[config.mk]
export PLATFORM = sky130hd
export DESIGN_NAME = sysbus_addr_decoder
export DESIGN_NICKNAME = d
export VERILOG_FILES = /design/src/rtl/sbd_pkg.sv /design/src/rtl/sbd_region_match.sv /design/src/rtl/sbd_prio_pick.sv /design/src/rtl/sbd_access_check.sv /design/src/rtl/sysbus_addr_decoder.sv
export SDC_FILE = /design/constraint.sdc
export NUM_CORES = 1
export LEC_CHECK = 0
export CAP_MARGIN = 20
export CORE_ASPECT_RATIO = 1.75
export CORE_UTILIZATION = 31
export DETAILED_ROUTE_END_ITERATION = 16
export GPL_TIMING_DRIVEN = 0
export HOLD_SLACK_MARGIN = 0.1
export PLACE_DENSITY = 0.75
export REMOVE_ABC_BUFFERS = 1
export SETUP_SLACK_MARGIN = 0.4
export SLEW_MARGIN = 20
export SYNTH_ARGS = -nofsm -noshare
export SYNTH_HDL_FRONTEND = slang
export SYNTH_HIERARCHICAL = 1
export SYNTH_SLANG_ARGS = --single-unit
export TNS_END_PERCENT = 30
[constraint.sdc]
create_clock -name clk -period 1.4 [get_ports clk]
set_clock_uncertainty 0.05 [all_clocks]
set_input_delay 0.14 -clock clk [delete_from_list [all_inputs] [get_ports clk]]
set_output_delay 0.14 -clock clk [all_outputs]
set_load 0.01 [all_outputs]
[src/rtl/sbd_pkg.sv]
package sbd_pkg;

  // transfer kind codes (bit 1 low means no data phase)
  localparam logic [1:0] XK_ADDR = 2'b00;
  localparam logic [1:0] XK_RSVD = 2'b01;
  localparam logic [1:0] XK_NSEQ = 2'b10;
  localparam logic [1:0] XK_SEQ  = 2'b11;

  // transfer size codes
  localparam logic [1:0] SZ_BYTE = 2'b00;
  localparam logic [1:0] SZ_HALF = 2'b01;
  localparam logic [1:0] SZ_WORD = 2'b10;
  localparam logic [1:0] SZ_RSVD = 2'b11;

  // protection bit positions
  localparam int PROT_FETCH = 0;
  localparam int PROT_SUPER = 1;

  typedef enum logic [1:0] {
    ST_IDLE   = 2'd0,
    ST_DECODE = 2'd1,
    ST_ACTIVE = 2'd2,
    ST_FAULT  = 2'd3
  } dstate_e;

  typedef struct packed {
    logic stall;
    logic err;
    logic last;
  } resp_t;

  localparam resp_t RESP_QUIET  = '{stall: 1'b0, err: 1'b0, last: 1'b0};
  localparam resp_t RESP_DECODE = '{stall: 1'b1, err: 1'b0, last: 1'b0};
  localparam resp_t RESP_REJECT = '{stall: 1'b0, err: 1'b1, last: 1'b0};

endpackage

[src/rtl/sbd_region_match.sv]
module sbd_region_match #(
  parameter int NSLV = 4,
  parameter int AW   = 32,
  parameter logic [NSLV*AW-1:0] BASE_MAP = '0,
  parameter logic [NSLV*AW-1:0] MASK_MAP = '0
) (
  input  logic [AW-1:0]   addr,
  output logic [NSLV-1:0] hit
);

  // one comparator per region: masked address equals base
  for (genvar g = 0; g < NSLV; g++) begin : g_region
    localparam logic [AW-1:0] RBASE = BASE_MAP[g*AW +: AW];
    localparam logic [AW-1:0] RMASK = MASK_MAP[g*AW +: AW];
    assign hit[g] = ((addr & RMASK) == RBASE);
  end

endmodule

[src/rtl/sbd_prio_pick.sv]
module sbd_prio_pick #(
  parameter int NSLV = 4
) (
  input  logic [NSLV-1:0] req,
  output logic [NSLV-1:0] win,
  output logic            any
);

  // isolate the lowest set bit: lowest index wins on overlap
  assign win = req & (~req + NSLV'(1));
  assign any = |req;

endmodule

[src/rtl/sbd_access_check.sv]
module sbd_access_check
  import sbd_pkg::*;
#(
  parameter int NSLV = 4,
  parameter logic [NSLV-1:0] SUPER_ONLY = '0,
  parameter logic [NSLV-1:0] NO_FETCH   = '0
) (
  input  logic [NSLV-1:0] win,
  input  logic            any,
  input  logic [1:0]      prot,
  input  logic [1:0]      size,
  output logic            fault
);

  logic unmapped, bad_size, priv_viol, exec_viol;

  always_comb begin
    unmapped  = !any;
    bad_size  = (size == SZ_RSVD);
    priv_viol = (|(win & SUPER_ONLY)) && !prot[PROT_SUPER];
    exec_viol = (|(win & NO_FETCH)) && prot[PROT_FETCH];
    fault     = unmapped || bad_size || priv_viol || exec_viol;
  end

endmodule

[src/rtl/sysbus_addr_decoder.sv]
module sysbus_addr_decoder
  import sbd_pkg::*;
#(
  parameter int NSLV = 4,
  parameter int AW   = 32,
  parameter logic [NSLV*AW-1:0] BASE_MAP =
    {32'h2000_0000, 32'h2000_0000, 32'h1000_0000, 32'h0000_0000},
  parameter logic [NSLV*AW-1:0] MASK_MAP =
    {32'hF000_0000, 32'hFF00_0000, 32'hF000_0000, 32'hF000_0000},
  parameter logic [NSLV-1:0] SUPER_ONLY = 4'b0010,
  parameter logic [NSLV-1:0] NO_FETCH   = 4'b0100
) (
  input  logic            clk,
  input  logic            rst,
  input  logic [AW-1:0]   bus_addr,
  input  logic [1:0]      bus_kind,
  input  logic [1:0]      bus_size,
  input  logic [1:0]      bus_prot,
  input  logic            slv_wait_i,
  input  logic            slv_err_i,
  input  logic            slv_last_i,
  output logic [NSLV-1:0] slv_sel,
  output logic            resp_wait,
  output logic            resp_err,
  output logic            resp_last
);

  logic [NSLV-1:0] hit, win;
  logic            any, flt;

  sbd_region_match #(
    .NSLV(NSLV), .AW(AW), .BASE_MAP(BASE_MAP), .MASK_MAP(MASK_MAP)
  ) u_match (
    .addr(bus_addr),
    .hit (hit)
  );

  sbd_prio_pick #(.NSLV(NSLV)) u_pick (
    .req(hit),
    .win(win),
    .any(any)
  );

  sbd_access_check #(
    .NSLV(NSLV), .SUPER_ONLY(SUPER_ONLY), .NO_FETCH(NO_FETCH)
  ) u_chk (
    .win  (win),
    .any  (any),
    .prot (bus_prot),
    .size (bus_size),
    .fault(flt)
  );

  dstate_e         state_q, state_d;
  logic [NSLV-1:0] sel_q, sel_d;
  logic [NSLV-1:0] pend_q, pend_d;
  logic            pfault_q, pfault_d;
  resp_t           dflt_q, dflt_d;

  logic accept, addr_only, take_burst, in_active;

  assign in_active  = (state_q == ST_ACTIVE);
  assign accept     = !resp_wait;
  assign addr_only  = !bus_kind[1];
  assign take_burst = in_active && (bus_kind == XK_SEQ) && !slv_last_i && !slv_err_i;

  always_comb begin
    state_d  = state_q;
    sel_d    = sel_q;
    pend_d   = pend_q;
    pfault_d = pfault_q;
    dflt_d   = dflt_q;
    if (accept) begin
      if (addr_only) begin
        state_d = ST_IDLE;
        sel_d   = '0;
        dflt_d  = RESP_QUIET;
      end else if (take_burst) begin
        state_d = ST_ACTIVE;
      end else begin
        state_d  = ST_DECODE;
        sel_d    = '0;
        pend_d   = win;
        pfault_d = flt;
        dflt_d   = RESP_DECODE;
      end
    end else if (state_q == ST_DECODE) begin
      if (pfault_q) begin
        state_d = ST_FAULT;
        sel_d   = '0;
        dflt_d  = RESP_REJECT;
      end else begin
        state_d = ST_ACTIVE;
        sel_d   = pend_q;
        dflt_d  = RESP_QUIET;
      end
    end
  end

  always_ff @(posedge clk) begin
    if (rst) begin
      state_q  <= ST_IDLE;
      sel_q    <= '0;
      pend_q   <= '0;
      pfault_q <= 1'b0;
      dflt_q   <= RESP_QUIET;
    end else begin
      state_q  <= state_d;
      sel_q    <= sel_d;
      pend_q   <= pend_d;
      pfault_q <= pfault_d;
      dflt_q   <= dflt_d;
    end
  end

  // selected slave owns the response lines, otherwise the decoder does
  assign slv_sel   = sel_q;
  assign resp_wait = in_active ? slv_wait_i : dflt_q.stall;
  assign resp_err  = in_active ? slv_err_i  : dflt_q.err;
  assign resp_last = in_active ? slv_last_i : dflt_q.last;

  // never more than one select
  p_sel_onehot_r1: assert property (@(posedge clk) disable iff (rst)
    $onehot0(slv_sel));

  // address-only cycle leaves the bus quiet
  p_addr_only_quiet_r2: assert property (@(posedge clk) disable iff (rst)
    (!resp_wait && !bus_kind[1]) |=>
      (slv_sel == '0 && !resp_wait && !resp_err && !resp_last));

  // non-sequential transfer gets a decode cycle
  p_decode_gap_r3: assert property (@(posedge clk) disable iff (rst)
    (!resp_wait && bus_kind == XK_NSEQ) |=>
      (slv_sel == '0 && resp_wait && !resp_err && !resp_last));

  // select held while the slave stretches the transfer
  p_hold_on_wait_r4: assert property (@(posedge clk) disable iff (rst)
    (|slv_sel && slv_wait_i) |=> $stable(slv_sel));

  // burst continues to the same slave
  p_burst_keep_r5: assert property (@(posedge clk) disable iff (rst)
    (|slv_sel && !slv_wait_i && !slv_last_i && !slv_err_i && bus_kind == XK_SEQ)
      |=> (slv_sel == $past(slv_sel)));

  // last response forces a select-free cycle before the next transfer
  p_last_redecode_r6: assert property (@(posedge clk) disable iff (rst)
    (|slv_sel && !slv_wait_i && slv_last_i) |=> (slv_sel == '0));

  // rejected access completes with error after the decode cycle
  p_reject_resp_r7: assert property (@(posedge clk) disable iff (rst)
    (!resp_wait && bus_kind[1] && !take_burst && flt) |=> ##1
      (slv_sel == '0 && !resp_wait && resp_err && !resp_last));

endmodule

* After elaboration in Yosys (flattened, before gate mapping)
Cells that the tools add are included.
** Operators by class
- Add/subtract/negate cells :: 1
- Eq/ne operators :: 9
- Multiplexer cells :: 18
- Bitwise operators :: 4
- Reduce and logical (&&, ||, !) cells :: 16
** Operators with widths (number)
- $logic_not A32 Y1 :: 1
- $mux W4 :: 5
- $mux W3 :: 4
- $mux W2 :: 5
- $eq A8 B6 Y1 const B :: 1
- $eq A2 B2 Y1 const B :: 3
- $logic_and A1 B1 Y1 :: 5
- $add A4 B1 Y4 const B :: 1
- $and A4 B4 Y4 :: 1
- $eq A4 B1 Y1 const B :: 1
- $eq A4 B2 Y1 const B :: 1
- $logic_not A1 Y1 :: 4
- $mux W1 :: 4
- $not A4 Y4 :: 1
- $reduce_or A4 Y1 :: 1
- $logic_or A1 B1 Y1 :: 3
- $ne A3 B3 Y1 const B :: 1
- $reduce_and A3 Y1 :: 1
- $eq A2 B1 Y1 const B :: 1
- $ne A2 B1 Y1 const B :: 1
- $not A1 Y1 :: 2
- $reduce_and A2 Y1 :: 1
** Storage, ports and cells
- Input bits :: 43
- Bits in registers :: 14
- Output and inout bits :: 7

* Longest topological paths before layout
- Depth in word-level cells :: 7
- Depth in mapped cells :: 7

* Modules after synthesis
Netlist, hierarchy kept.
** By module, submodules not included
- sysbus_addr_decoder :: instances 1, area an instance 614.3 sq um, sequential area each 260.2 sq um, cells an instance 62
- sbd_region_match :: instances 1, area an instance 51.3 sq um, sequential area each 0.0 sq um, cells an instance 5
- sbd_prio_pick :: instances 1, area an instance 37.5 sq um, sequential area each 0.0 sq um, cells an instance 5
- sbd_access_check :: instances 1, area an instance 23.8 sq um, sequential area each 0.0 sq um, cells an instance 3

* Worst setup path before layout
No wires, ideal clock.
- Kind :: register to register
- Start point :: register state_q[1]
- End point :: register pend_q[2]
- Data arrival time :: 1.315 ns
- Path buffers :: 1
- Stages on the path, launching flop included :: 6
- Slack :: -0.036 ns
- Cell sequence :: dfxtp_1 > nor2b_4 > mux2i_2 > and3_1 > buf_6 > mux2i_1
** Between the ends
- Cells in the longest elaborated chain, start to end :: 6
- Elaborated cells between the ends (all ways) :: 8
- Those cells by class :: eq/ne: 1; mux: 1; bitwise: 2; reduce/logical: 4
** Ends and longest elaborated chain
- from (decl) :: RTL line sysbus_addr_decoder.sv:54 : dstate_e state_q, state_d;
- from (signal assigned) :: RTL line sysbus_addr_decoder.sv:108 : state_q <= state_d;
- $eq A2 B2 Y1 * :: RTL line sysbus_addr_decoder.sv:62 : assign in_active = (state_q == ST_ACTIVE);
- $logic_and A1 B1 Y1 (3 in a row) :: RTL line sysbus_addr_decoder.sv:65 : assign take_burst = in_active && (bus_kind == XK_SEQ) && !slv_last_i && !slv_err_i;
- $not A1 Y1 (no line)
- $reduce_and A3 Y1 (no line) *
- to (signal assigned) :: RTL line sysbus_addr_decoder.sv:110 : pend_q <= pend_d;
- to (decl) :: RTL line sysbus_addr_decoder.sv:56 : logic [NSLV-1:0] pend_q, pend_d;
Mark *: on every way between the ends. The rest lies on a longest branch, timed or not.
A chain may end at the register's enable or synchronous reset.

* Worst setup path after layout
- Start point :: register state_q[0]
- End point :: register pend_q[3]
Same word-level chain as after synthesis.

==> reports/qor.txt <==
Register-to-Register Path Depth: 6
ANT nets after route: 0
Number of nets in the layout: 153
WL per Instance: 13.1 um
Data required time of the critical path: 1.57 ns
Crit path cell chain: nor2b_4 > buf_6 > mux2i_4 > buf_6 > and3_4 > mux2i_1
TritonRoute pass-1 iters: 2
Min-Delay Startpoint: bus_addr[29]
Worst flop-to-flop path startpoint: state_q[0]$_SDFFE_PP0P_
Die area: 0.00255 mm2
Measured slew at the worst slew-check pin: 0.528 ns
TritonCTS clock tree: done
Critical Path Sink Type: register
Slowest stage cell on the critical path: dfxtp_4
Global placer's final weighted congestion: 0.684
Cell taking the most area after synthesis: dfxtp_1
HP Class: in2reg
Fillers: 201
Final Max Slew Viols: 0
Distinct cells, synth: 35
Global-route wire length before repair: 2.79 mm
Via count of the first global-routing pass: 711
CTS Buffer Depth: 2
Overall routing resource usage: 15.8%
Vertical extent of the die: 66.1 um
Initial standard-cell utilization of the core: 33.9%
Synth warn: 6
Diode count: 0
Synthesized flop and latch total: 13
CTS H-tree lvls: 1
Non-filler cells, final: 133
Source-to-sink clock delay at the later pin of the worst-skew pair: 0.28 ns
Portion of synthesized cell area occupied by the leading cell type: 35.8%
Failing checks: setup timing
Unrepaired setup endpoints after global routing: yes
IR Drop Worst-Case VDD: 0.365 mV
Max FO, Critical Path: 5
Dpl hpwl: 1.24 mm
Maximum capacitance violations: 0
WP data arrival: 1.70 ns
Most used flip-flop cell after synthesis: dfxtp_1
Register-to-Register Setup Slack: -0.13 ns
Core Rows: 22
Avg Inst Size Synth: 9.69 um2
Number of input and output port buffers inserted: 25
Critical path class: reg2reg
Final setup vio count: 14
TritonCTS buffer count: 3
Post-CTS Hold Buffers: 0
Detailed-route vias per instance: 5.21
Clk slew on worst S/H paths: 0.08 ns
Io pins: 50
Synth cell count leaders: 13 x dfxtp_1, 12 x nand2b_1, 5 x mux2i_1
Area of the core region: 0.00215 mm2
Synthesized area: 727 um2
Worst slew margin: 64.7%
Cell chosen for the clock root: clkbuf_4
DRC errors left: 0
Initial antenna violation count: 0
Maximum achievable frequency: 653 MHz
Initial DRC count: 10
Overall die width: 38.6 um
Final-report hold violation count: 0
Most frequently used cell type in the post-synthesis netlist: dfxtp_1
Worst Setup Slack, final: -0.130 ns
R2R Path End: pend_q[3]$_SDFFE_PP0P_
Final worst path period need: 1.53 ns
Async set-or-reset flop fraction in the synthesized netlist: 0%
DP Worst Slack: -0.619 ns
Outcome: finished, violations left
Crit path launch type: register
Largest net degree at the start of global routing: 19
Hold_ws: 0.377 ns
Instance count after placement with tap cells included: 121
Maximum cell stage delay along the critical path: 0.36 ns
Power Dens Cells: 694 mW/mm2
Fraction of layout cells with a size suffix above 1: 34.9%
Cell seen most often among critical-path stages: buf_6
Layout overhead on the synthesized area: 56.8%
Vias: 693
Routed WL: 1.74 mm
Endpoint with the worst hold slack: pend_q[0]$_SDFFE_PP0P_
Final critical-path share of the clock period: 109%
EDFF count, synth: 0
Top cells by area in the synthesized netlist: dfxtp_1 36%, nand2b_1 10%, mux2i_1 6.9%, a22o_1 3.6%, nor4b_4 3.3%
Instance count along the most critical hold path: 4
Total clock sinks: 13
Register area share after synthesis: 35.8%
Aggregate global routing overflow: 0
Instance count of the mapped netlist: 75
Pleak: 0.429 nW
## cells by family after synthesis
kind of cell           Yosys count  synth area share, %
DFF                             13                 35.8
buffers and inverters            4                 3.61
and+or+nand+nor                 38                 35.5
muxes                            7                 10.3
AOI/OAI and AO/OA               13                 14.8
## metrics by stage
stage                     utilization, %  cell area [um2]  power (mW)  setup TNS, ns
after floorplan                        -              704       0.457         -0.433
after global placement              45.9              985       0.537          -3.09
after detailed placement            45.9              985       0.541          -3.47
after CTS                           52.4             1120       0.791          -1.13
after global routing                53.1             1140       0.827          -2.33
final                               53.1             1140       0.791          -1.34
## critical path, delay by kind of cell, from the launching register on
kind	cells	cell delay, ns
buf+inv	2	0.25
flops	1	0.36
simple gates	2	0.39
mux	2	0.41
## sequential cells by signal, indices dropped and copies added, names as in the netlist
signal and cells:
pend_q 4, dflt_q 2, state_q 2, slv_sel 4
pfault_q 1
## what timing repair did
action                     4_1_cts  5_1_grt
setup endpoints to repair       20       19
pin swaps                        2        1
buffers inserted                 6        2
resized for setup               50        0
## cell type report
type	count	area [um2]	share of cell area (%)
Clock buffer	3	22.5	1.98
Tap cell	24	30.0	2.63
Sequential cell	13	267	23.4
Clock inverter	1	5.00	0.439
Inverter	1	3.75	0.329
Multi-Input combinational cell	58	499	43.8
Timing Repair Buffer	33	313	27.4
## cells in the final DEF, fill, tap and decap left out, types with 2 or more instances in the layout
cell type         n
clkbuf_4          3
a22o_1            3
a21oi_1           2
mux2i_1           5
nand3b_1          2
buf_4             5
dfxtp_1          10
dlygate4sd2_1     4
nand2_1           2
buf_2             2
nor2_1            3
clkdlybuf4s50_1  14
dfxtp_2           2
and2_4            2
o22ai_1           2
nand2b_1         12
clkdlybuf4s15_2   3
nand3_1           3
buf_6             5
## power breakdown
part / leakage [nW] / total (mW) / internal (mW) / switching (mW)
combinational: 0.304 / 0.163 / 0.0964 / 0.0662
sequential: 0.107 / 0.391 / 0.379 / 0.0119
clock: 0.0177 / 0.237 / 0.106 / 0.131
total: 0.429 / 0.791 / 0.582 / 0.209
## worst max path at each step
stage / slack, ns / endpoint / from / cells past startpoint
after floorplan: -0.09 / pend_q[0]$_SDFFE_PP0P_ / state_q[1]$_SDFFE_PP0P_ / 4
after global placement: -0.60 / pfault_q$_SDFFE_PP0P_ / bus_addr[28] / 7
after detailed placement: -0.62 / pfault_q$_SDFFE_PP0P_ / bus_addr[28] / 7
after CTS: -0.12 / pend_q[1]$_SDFFE_PP0P_ / state_q[0]$_SDFFE_PP0P_ / 6
after global routing: -0.22 / pend_q[0]$_SDFFE_PP0P_ / state_q[0]$_SDFFE_PP0P_ / 6
final: -0.13 / pend_q[3]$_SDFFE_PP0P_ / state_q[0]$_SDFFE_PP0P_ / 6
## metal layers
| metal | global-route usage (%) | share of wire [%] | vias to the layer above |
|---|---|---|---|
| met2 | 28.7 | 59 | 18 |
| li1 | - | - | 342 |
| met5 | 0 | 0 | - |
| met4 | 11.6 | 3.4 | 0 |
| met3 | 3.03 | 3.0 | 4 |
| met1 | 14.0 | 35 | 329 |
Note: power is estimated with default switching activity, not from simulation.
